**src/rtl/pwr_mode_pkg.sv**
```systemverilog
package pwr_mode_pkg;

  typedef enum logic [1:0] {
    MODE_RUN  = 2'd0,
    MODE_IDLE = 2'd1,
    MODE_OFF  = 2'd2
  } pwr_mode_t;

  localparam int unsigned REG_CTRL = 0;
  localparam int unsigned REG_ARM  = 1;

  localparam int unsigned CTRL_IDLE_BIT = 0;
  localparam int unsigned CTRL_STOP_BIT = 1;
  localparam int unsigned ARM_BIT       = 0;

endpackage

```
**src/rtl/pwr_ctrl_regs.sv**
```systemverilog
module pwr_ctrl_regs
  import pwr_mode_pkg::*;
#(
  parameter int unsigned ADDR_W = 2,
  parameter int unsigned DATA_W = 8
) (
  input  logic              clk,
  input  logic              rst_any,
  input  logic              wr_en,
  input  logic [ADDR_W-1:0] wr_addr,
  input  logic [DATA_W-1:0] wr_data,
  input  logic [ADDR_W-1:0] rd_addr,
  output logic [DATA_W-1:0] rd_data,
  input  pwr_mode_t         cur_mode,
  input  logic              idle_flag,
  input  logic              stop_flag,
  output logic              req_idle,
  output logic              req_stop,
  output logic              arm_q
);

  logic accept;
  logic hit_ctrl;
  logic hit_arm;
  logic unused_wdata;

  assign accept   = wr_en && (cur_mode == MODE_RUN);
  assign hit_ctrl = accept && (wr_addr == ADDR_W'(REG_CTRL));
  assign hit_arm  = accept && (wr_addr == ADDR_W'(REG_ARM));

  assign req_idle = hit_ctrl && wr_data[CTRL_IDLE_BIT];
  assign req_stop = hit_ctrl && wr_data[CTRL_STOP_BIT] && arm_q;

  assign unused_wdata = ^wr_data[DATA_W-1:2];

  always_ff @(posedge clk) begin
    if (rst_any) begin
      arm_q <= 1'b0;
    end else if (hit_arm) begin
      arm_q <= wr_data[ARM_BIT];
    end
  end

  always_comb begin
    rd_data = '0;
    if (rd_addr == ADDR_W'(REG_CTRL)) begin
      rd_data[CTRL_IDLE_BIT] = idle_flag;
      rd_data[CTRL_STOP_BIT] = stop_flag;
    end else if (rd_addr == ADDR_W'(REG_ARM)) begin
      rd_data[ARM_BIT] = arm_q;
    end
  end

endmodule

```
**src/rtl/pwr_mode_fsm.sv**
```systemverilog
module pwr_mode_fsm
  import pwr_mode_pkg::*;
#(
  parameter int unsigned IRQ_W = 4
) (
  input  logic             clk,
  input  logic             rst_any,
  input  logic             req_idle,
  input  logic             req_stop,
  input  logic [IRQ_W-1:0] irq_pend,
  output pwr_mode_t        mode_q,
  output logic             idle_flag,
  output logic             stop_flag
);

  pwr_mode_t mode_d;
  logic      wake;

  assign wake = |irq_pend;

  always_comb begin
    mode_d = mode_q;
    unique case (mode_q)
      MODE_RUN: begin
        if (req_stop) begin
          mode_d = MODE_OFF;
        end else if (req_idle) begin
          mode_d = MODE_IDLE;
        end
      end
      MODE_IDLE: begin
        if (wake) begin
          mode_d = MODE_RUN;
        end
      end
      MODE_OFF: mode_d = MODE_OFF;
      default:  mode_d = MODE_RUN;
    endcase
  end

  always_ff @(posedge clk) begin
    if (rst_any) begin
      mode_q <= MODE_RUN;
    end else begin
      mode_q <= mode_d;
    end
  end

  assign idle_flag = (mode_q == MODE_IDLE);
  assign stop_flag = (mode_q == MODE_OFF);

endmodule

```
**src/rtl/pwr_gate_out.sv**
```systemverilog
module pwr_gate_out
  import pwr_mode_pkg::*;
(
  input  pwr_mode_t mode_q,
  input  logic      rst_any,
  output logic      core_clk_en,
  output logic      periph_clk_en,
  output logic      pwr_net_off,
  output logic      pin_hold
);

  assign core_clk_en   = (mode_q == MODE_RUN);
  assign periph_clk_en = (mode_q != MODE_OFF);
  assign pwr_net_off   = (mode_q == MODE_OFF);
  // Retention lets go as soon as a reset shows up, ahead of the clock edge.
  assign pin_hold      = (mode_q == MODE_OFF) && !rst_any;

endmodule

```
**src/rtl/pwr_mode_ctrl.sv**
```systemverilog
module pwr_mode_ctrl
  import pwr_mode_pkg::*;
#(
  parameter int unsigned ADDR_W = 2,
  parameter int unsigned DATA_W = 8,
  parameter int unsigned IRQ_W  = 4
) (
  input  logic              clk,
  input  logic              por,
  input  logic              rst_pin,
  input  logic              wr_en,
  input  logic [ADDR_W-1:0] wr_addr,
  input  logic [DATA_W-1:0] wr_data,
  input  logic [ADDR_W-1:0] rd_addr,
  output logic [DATA_W-1:0] rd_data,
  input  logic [IRQ_W-1:0]  irq_pend,
  output logic              core_clk_en,
  output logic              periph_clk_en,
  output logic              pwr_net_off,
  output logic              pin_hold,
  output logic [1:0]        mode
);

  logic      rst_any;
  logic      req_idle;
  logic      req_stop;
  logic      arm_q;
  logic      idle_flag;
  logic      stop_flag;
  pwr_mode_t mode_q;

  assign rst_any = por | rst_pin;
  assign mode    = mode_q;

  pwr_ctrl_regs #(.ADDR_W(ADDR_W), .DATA_W(DATA_W)) u_regs (
    .clk       (clk),
    .rst_any   (rst_any),
    .wr_en     (wr_en),
    .wr_addr   (wr_addr),
    .wr_data   (wr_data),
    .rd_addr   (rd_addr),
    .rd_data   (rd_data),
    .cur_mode  (mode_q),
    .idle_flag (idle_flag),
    .stop_flag (stop_flag),
    .req_idle  (req_idle),
    .req_stop  (req_stop),
    .arm_q     (arm_q)
  );

  pwr_mode_fsm #(.IRQ_W(IRQ_W)) u_fsm (
    .clk       (clk),
    .rst_any   (rst_any),
    .req_idle  (req_idle),
    .req_stop  (req_stop),
    .irq_pend  (irq_pend),
    .mode_q    (mode_q),
    .idle_flag (idle_flag),
    .stop_flag (stop_flag)
  );

  pwr_gate_out u_out (
    .mode_q        (mode_q),
    .rst_any       (rst_any),
    .core_clk_en   (core_clk_en),
    .periph_clk_en (periph_clk_en),
    .pwr_net_off   (pwr_net_off),
    .pin_hold      (pin_hold)
  );

endmodule

```
**config.mk**
```make
export PLATFORM = sky130hd
export DESIGN_NAME = pwr_mode_ctrl
export DESIGN_NICKNAME = d
export VERILOG_FILES = /design/src/rtl/pwr_mode_pkg.sv /design/src/rtl/pwr_ctrl_regs.sv /design/src/rtl/pwr_mode_fsm.sv /design/src/rtl/pwr_gate_out.sv /design/src/rtl/pwr_mode_ctrl.sv
export SDC_FILE = /design/constraint.sdc
export NUM_CORES = 1
export LEC_CHECK = 0
export BUFFER_PORTS_ARGS = -buffer_cell sky130_fd_sc_hd__buf_2
export CAP_MARGIN = 20
export CORE_AREA = 2 2 39 41
export CTS_CLUSTER_SIZE = 12
export DETAILED_ROUTE_END_ITERATION = 8
export DIE_AREA = 0 0 41 43
export HOLD_SLACK_MARGIN = 0.12
export MAX_ROUTING_LAYER = met4
export PLACE_DENSITY = 0.58
export SLEW_MARGIN = 20
export SYNTH_ARGS = -nofsm -noshare
export SYNTH_HDL_FRONTEND = slang
export SYNTH_HIERARCHICAL = 1
export SYNTH_SLANG_ARGS = --single-unit
```
**constraint.sdc**
```tcl
create_clock -name clk -period 4.17 [get_ports clk]
set_clock_uncertainty 0.15 [all_clocks]
set_input_delay 0 -clock clk [delete_from_list [all_inputs] [get_ports clk]]
set_output_delay 0 -clock clk [all_outputs]
set_load 0.005 [all_outputs]
```
# --- Word level (Yosys, flattened, before mapping) ---
# Index checks and enable logic that the tools add are counted.
word_totals:
  reg_bits: 3
  input_bits: 20
  out_inout_bits: 14
  word_cells: 30
op_classes:
  eq_ne: 7
  mux: 7
  bitwise_logic: 1
  reduce_logical: 13
op_table:
  columns: ["op", "count"]
  rows:
  - ["$logic_and 1x1->1", 7]
  - ["$eq 2x1->1 const B", 3]
  - ["$logic_not 2->1", 3]
  - ["$mux 2", 3]
  - ["$pmux 2 s3", 1]
  - ["$reduce_or 4->1", 1]
  - ["$mux 1", 3]
  - ["$ne 3x1->1 const B", 1]
  - ["$eq 2x2->1 const B", 1]
  - ["$ne 2x1->1 const B", 1]
  - ["$ne 2x2->1 const B", 1]
  - ["$reduce_and 2->1", 1]
  - ["$logic_not 1->1", 1]
  - ["$or 1x1->1", 1]

# --- Logic depth before layout (Yosys ltp) ---
# Gate-level depths: netlist (run 1).
depth:
  ltp_word: 7
  depth_mapped: 5

# --- Hierarchy ---
# The synthesis (run 1) kept the hierarchy.
by_module_without_submodules:
  columns: ["module", "instances", "cells_per_inst", "area_each_um2"]
  rows:
  - ["pwr_ctrl_regs", 1, 18, 158.9]
  - ["pwr_mode_fsm", 1, 10, 96.3]
  - ["pwr_gate_out", 1, 4, 28.8]
  - ["pwr_mode_ctrl", 1, 1, 6.3]

# --- Least setup slack after synthesis (run 1) ---
# Ideal clock, no wire load.
synth_path:
  path_kind: "register to register"
  from: "register u_fsm.mode_q[1]"
  to: "register u_fsm.mode_q[0]"
  arrival_ns: 1.286
  t_required_ns: 3.903
  slack_ns: 2.616
  path_stages_with_launch: 6
  path_buffers: 0
  cell_sequence: "dfxtp_1 -> nor4b_4 -> nor2b_1 -> and3_1 -> nor4_2 -> a32o_1"
synth_via:
  elab_chain_len: 7
  word_cells_on_any_way: 13
synth_lines:
  columns: ["item", "line", "rtl"]
  rows:
  - ["start: declaration", "pwr_mode_fsm.sv:11", "output pwr_mode_t mode_q,"]
  - ["start signal: assignment", "pwr_mode_fsm.sv:45", "mode_q <= mode_d;"]
  - ["$logic_not 2->1 *", "pwr_ctrl_regs.sv:27", "assign accept = wr_en && (cur_mode == MODE_RUN);"]
  - ["$logic_and 1x1->1 *", "pwr_ctrl_regs.sv:27", null]
  - ["$logic_and 1x1->1 *", "pwr_ctrl_regs.sv:28", "assign hit_ctrl = accept && (wr_addr == ADDR_W'(REG_CTRL));"]
  - ["$logic_and 1x1->1 * (2 in series)", "pwr_ctrl_regs.sv:32", "assign req_stop = hit_ctrl && wr_data[CTRL_STOP_BIT] && arm_q;"]
  - ["net req_stop", "pwr_mode_ctrl.sv:26", "logic req_stop;"]
  - ["$mux 2 / $ne 3x1->1 (equally long branches)", null, null]
  - ["$pmux 2 s3 / $reduce_and 2->1 (equally long branches)", null, null]
# The timed path passes the listed nets; every way through them passes the cells marked *.
# A chain may end at the register's enable or synchronous reset.

# --- Final worst setup path (run 1) ---
layout_path:
  from: "register u_fsm.mode_q[0]"
  to: "register u_regs.arm_q"
layout_via:
  elab_chain_len: 3
layout_lines:
  columns: ["item", "line", "rtl"]
  rows:
  - ["$logic_not 2->1", "pwr_ctrl_regs.sv:27", null]
  - ["$logic_and 1x1->1", "pwr_ctrl_regs.sv:27", null]
  - ["$logic_and 1x1->1", "pwr_ctrl_regs.sv:29", "assign hit_arm = accept && (wr_addr == ADDR_W'(REG_ARM));"]
  - ["end signal: assignment", "pwr_ctrl_regs.sv:40", "arm_q <= wr_data[ARM_BIT];"]
  - ["end: declaration", "pwr_ctrl_regs.sv:19", "output logic arm_q"]
# Every way passes these cells.

==> results of run 1 <==
==> per-layer routing <==
| metal | up-vias | wire, microns | global-route usage (%) |
|---|---|---|---|
| met2 | 17 | 321 | 13.1 |
| met3 | 0 | 69 | 4.71 |
| met1 | 139 | 290 | 8.33 |
| met5 | - | 0 | - |
| li1 | 171 | - | - |
| met4 | 0 | 0 | 6.00 |
==> through the flow <==
step                      worst slack (ns)  total power [mW]
after CTS                             1.74             0.102
after global placement                2.53            0.0426
after floorplan                       2.62            0.0396
final                                 1.73            0.0983
after global routing                  1.61             0.106
after detailed placement              2.50            0.0428
==> cells by family (layout without fill, tap and decap cells) <==
group	after synthesis	after routing	synth area share [%]
DFF	3	3	20.7
AOI/OAI and AO/OA	3	3	9.48
muxes	1	1	3.45
and+or+nand+nor	19	19	49.6
other	1	6	1.29
buffers and inverters	6	35	15.5
==> flip-flops by register name (all words and copies together) (netlist names) <==
register,count
u_regs/arm_q,1
u_fsm/mode_q,2
==> cells in the mapped netlist (3+ instances only) <==
master and count:
dfxtp_1 3, buf_4 6, nor2b_1 3, nor2_1 4
==> tightest hold or removal path, stage by stage <==
cell and delay [ns]:
buf_2 0.07, or2_1 0.20, nor3b_2 0.06, buf_2 0.12
==> layout make-up <==
cell class	instances	area [sq um]	share of cell area (%)
Timing Repair Buffer	31	205	39.8
Multi-Input combinational cell	29	204	39.6
Sequential cell	3	60.1	11.7
Clock buffer	4	26.3	5.10
Tap cell	16	20.0	3.88
==> worst max-delay path by stage <==
stage          cells after the start       startpoint              end
4_1_cts                            5  u_fsm/mode_q[0]     u_regs/arm_q
2_1_floorplan                      5  u_fsm/mode_q[1]  u_fsm/mode_q[0]
5_1_grt                            5  u_fsm/mode_q[1]     u_regs/arm_q
3_5_place_dp                       5  u_fsm/mode_q[1]  u_fsm/mode_q[0]
6_report                           5  u_fsm/mode_q[0]     u_regs/arm_q
3_3_place_gp                       5  u_fsm/mode_q[0]  u_fsm/mode_q[0]
==> report_power, final <==
group	internal, mW	total (mW)	switching [mW]
Combinational	0.0115	0.0177	0.00626
Sequential	0.0291	0.0295	0.000433
Clock	0.0359	0.0511	0.0152
Total	0.0764	0.0983	0.0219
==> metrics, run 1 <==
Vias/cell=roughly 3.9; area added between synthesis and finish=77.6%; antenna violations before repair=0; worst path bufs/invs=2; vias after detailed routing=327; CP max stage delay=0.57 ns; clk slew on worst S/H paths=around 0.04 ns; Setup Fix Bufs, Post-CTS=0; Die Span Y=about 43 microns; fin util=roughly 37%; worst-path cell chain=nor4b_4, a21boi_0, dlygate4sd3_1, o21ba_2, dlygate4sd3_1; initial core utilization=about a fifth; Post-synth ARST share=0%; Cell Rows=14; Clock Path Buffers=2; Peak Freq=around 0.41 GHz; post-route cell area=roughly 520 sq um; Area contributors post-synth=dfxtp_1 21%, buf_4 16%, nor4b_4 8.2%; internal reg-to-reg setup slack=1.73 ns; antenna-violating nets left=0; Max H-tree Level=1; Setup-failing EPs final=0; Clock Tree Root=clkbuf_4; critical path peak fanout=11; Critical Path AT=between 2 and 2.5 ns; All-Layer GR Usage=slightly below 9%; RSZ-0062 raised after global routing=false; min-delay worst type=input pin to primary output; Final period util=58.6%; worst r2r dst=u_regs/arm_q; Final Wtd Congestion=roughly 0.65; max cap viols=0; Reg2Reg Launch Point=u_fsm/mode_q[0]; top_reg_cell synth=dfxtp_1; total grt overflow=0; Slew Viols, Final=0; Area after DPL=slightly below 400 sq um; drt wl/cell=just over 8 microns; Hold Buf Count CTS=10; non-filler instance count after layout=between 80 and 90; Cells after Synth=33; area leader, netlist=dfxtp_1; status=completed; WHS Endpoint=pin_hold; post-synth top area share=about a fifth; Hold Vio Cnt, Final=0; HPWL after detailed placement=462 microns; count of cell types in the netlist=21; PD cells=between 150 and 200 mW/mm^2; hold path cells=4; Placed Cells=69; crit path capture type=register; Period minus WS final=between 2 and 2.5 ns; R2R cell count=5; Hold Path Origin=rst_pin; vias in the first global route=290; clock sinks=3; number of synthesized flops with an enable pin=0; post-synthesis cell area=290 sq um; Synth Register Bits=3; fillcell total=about 150; Top Family by Delay on Critical Path=buffers and inverters; CP max-delay cell=dlygate4sd3_1; Syn. warnings=6; pin count of the biggest net entering global routing=12; Ant. Diodes=0; nets=88; first-pass GRT wire length=roughly 990 microns; Ports=34; layout cell share with drive strength beyond 1=a little under half; port buffer count=21; Most common cell on crit path=dlygate4sd3_1; Core Area=about 0.0014 sq mm; Die Area=between 0.0015 and 0.002 sq mm; maximum vdd drop=0.0831 mV; total CTS buffers=3; Pre-antenna DRT Iters=3; commonest non-fill, non-tap cell in the layout=buf_2; die span in x=between 40 and 50 microns; most frequent cells in the layout=21 x buf_2, 10 x dlygate4sd3_1, 6 x conb_1; Worst-Skew Late Latency=around 0.23 ns; critical path class=register to register; Worst Hold Slack=about 0.3 ns; Resize count post-CTS=0; CTS tree=done; DR iter-0 viols=1; Detailed Route WL=681 microns; Setup crit start kind=register; sequential share of the synthesized area=20.7%; # DRC=0; worst path required time=between 4 and 5 ns; Synth Area per Inst=just under 9 sq um; final setup TNS=0 ns; Leakage=between 0.2 and 0.3 nW
No activity file was read; power rests on OpenSTA's default activity.
==> inputs of run 2 (changes only) <==
PLACE_DENSITY = 0.6   (was 0.58)
clock period = 2.2 ns   (was 4.17 ns; I/O delays follow)
==> run 2 against run 1 <==
Compared with the run above:
- first-iteration DRC count is the same
- sequential share of layout area shrank 0.22 points
- clock power increased by 95%
- via count grew 3.4%
- final area increased by 1.9%
- hold slack worse by 0.10 ns
==> metrics, run 2 (synthesized netlist as in run 1, its figures left out) <==
CP max-delay cell=dlygate4sd3_1; Slew Viols, Final=0 (unchanged); maximum vdd drop=0.247 mV (+200%); layout cell share with drive strength beyond 1=45.6% (-0.68 points); R2R cell count=4 (-1); CTS tree=done; Critical Path AT=1.87 ns (-0.54 ns); Clock Path Buffers=2 (unchanged); worst r2r dst=u_regs/arm_q; vias after detailed routing=338 (+3.4%); Ports=34 (unchanged); Reg2Reg Launch Point=u_fsm/mode_q[1]; DR iter-0 viols=1 (unchanged); Vias/cell=4.02 (+2.1%); Ant. Diodes=0 (unchanged); antenna violations before repair=0 (unchanged); critical path class=register to register; Max H-tree Level=1 (unchanged); fillcell total=147 (-3.9%); Setup crit start kind=register; crit path capture type=register; Setup Fix Bufs, Post-CTS=0 (unchanged); Core Area=0.00138 sq mm (unchanged); antenna-violating nets left=0 (unchanged); most frequent cells in the layout=21 x buf_2, 11 x dlygate4sd3_1, 6 x conb_1; max FFs per register=2 (unchanged); worst path bufs/invs=1 (-1); drt wl/cell=8.89 microns (+8.4%); Leakage=0.266 nW (-0.59%); Worst Hold Slack=0.198 ns (-0.102 ns); CP endpoint=u_regs/arm_q; worst path required time=2.18 ns (-1.96 ns); Setup-failing EPs final=0 (unchanged); area added between synthesis and finish=81.0%; total grt overflow=0 (unchanged); Resize count post-CTS=0 (unchanged); port buffer count=21 (unchanged); total CTS buffers=3 (unchanged); Worst Setup SP=u_fsm/mode_q[1]; CP max stage delay=0.57 ns (about the same); internal reg-to-reg setup slack=0.31 ns (-1.42 ns); nets=89 (+1.1%); pre-CTS setup slack=0.503 ns (-2.00 ns); # DRC=0 (unchanged); first-pass GRT wire length=986 microns (unchanged); pin count of the biggest net entering global routing=12 (unchanged); PD cells=368 mW/mm^2 (+93%); Final Wtd Congestion=0.621 (-3.8%); min-delay worst type=input pin to register; Detailed Route WL=747 microns (+9.7%); Die Span Y=43 microns (unchanged); fin util=38.0% (+0.72 points); final setup margin=0.310 ns (-1.42 ns); WP depth=4 (-1); RSZ-0062 raised after global routing=false; Final period util=85.9% (+27 points); max cap viols=0 (unchanged); Worst-Skew Late Latency=0.24 ns (about the same); multi-input logic area=204 sq um (unchanged); Clock Tree Root=clkbuf_4; Hold Vio Cnt, Final=0 (unchanged); All-Layer GR Usage=9.35% (+0.51 points); worst-path cell chain=nor4b_4, a21boi_0, dlygate4sd3_1, o21ba_2; Total Power=0.194 mW (+97%); Top Family by Delay on Critical Path=buffers and inverters; final setup TNS=0 ns (unchanged); Storage cell area=60.1 sq um (unchanged); critical path peak fanout=11 (unchanged); die span in x=41 microns (unchanged); Pre-antenna DRT Iters=2 (-1); Peak Freq=0.529 GHz (+29%); initial core utilization=21.0% (unchanged); Cell Rows=14 (unchanged); status=completed; Die Area=0.00176 sq mm (unchanged); Period minus WS final=1.89 ns (-0.553 ns); vias in the first global route=264 (-9.0%); commonest non-fill, non-tap cell in the layout=buf_2; biggest regs=u_fsm/mode_q: 2 flops, u_regs/arm_q: 1 flops; clk slew on worst S/H paths=0.04 ns (about the same); Largest Register=u_fsm/mode_q; clock sinks=3 (unchanged)
## run 2: cell count changes in the layout (fill, tap and decap cells not counted), sizes merged
cell / delta
dlygate4sd3: +1
## run 2: layout make-up
cell class,instances,share of cell area [%]
tap,16,3.81
multi-input combinational,29,38.8
clock buffer,4,5.00
sequential,3,11.4
timing repair buffer,32,41.0
## run 2: metrics by stage
step           cells  cell area, sq um
2_1_floorplan     38               309
3_3_place_gp      69               389
3_5_place_dp      69               389
4_1_cts           84               526
5_1_grt           84               526
6_report          84               526
## run 2: layer usage
metal	track usage, %	routed length [microns]	part of all wire, %
met1	7.69	324	43
met2	13.4	349	47
met3	9.42	73	9.8
met4	4.00	0	0
met5	-	0	0
## run 2: where the power goes
group	internal (mW)	switching (mW)
Sequential	0.0551	0.000852
Combinational	0.0252	0.0126
Clock	0.0682	0.0316
## run 2: what timing repair did
item / CTS / global route
hold buffers: 11 / 0
endpoints found under the setup margin: 0 / 0
endpoints found under the hold margin: 5 / 0
## run 2: worst register-to-register path: stages (launching register included)
cell and delay, ns:
dfxtp_1 0.42, nor4b_4 0.34, a21boi_0 0.12, dlygate4sd3_1 0.57
o21ba_2 0.19
## run 2: worst min-delay path by stage
stage                     startpoint      endpoint  depth (start not counted)
after global routing      wr_addr[1]  u_regs/arm_q                          4
after floorplan           rd_addr[1]    rd_data[0]                          1
after detailed placement  rd_addr[1]    rd_data[0]                          3
after CTS                 wr_addr[1]  u_regs/arm_q                          4
final                     wr_addr[1]  u_regs/arm_q                          4
after global placement    rd_addr[1]    rd_data[0]                          3
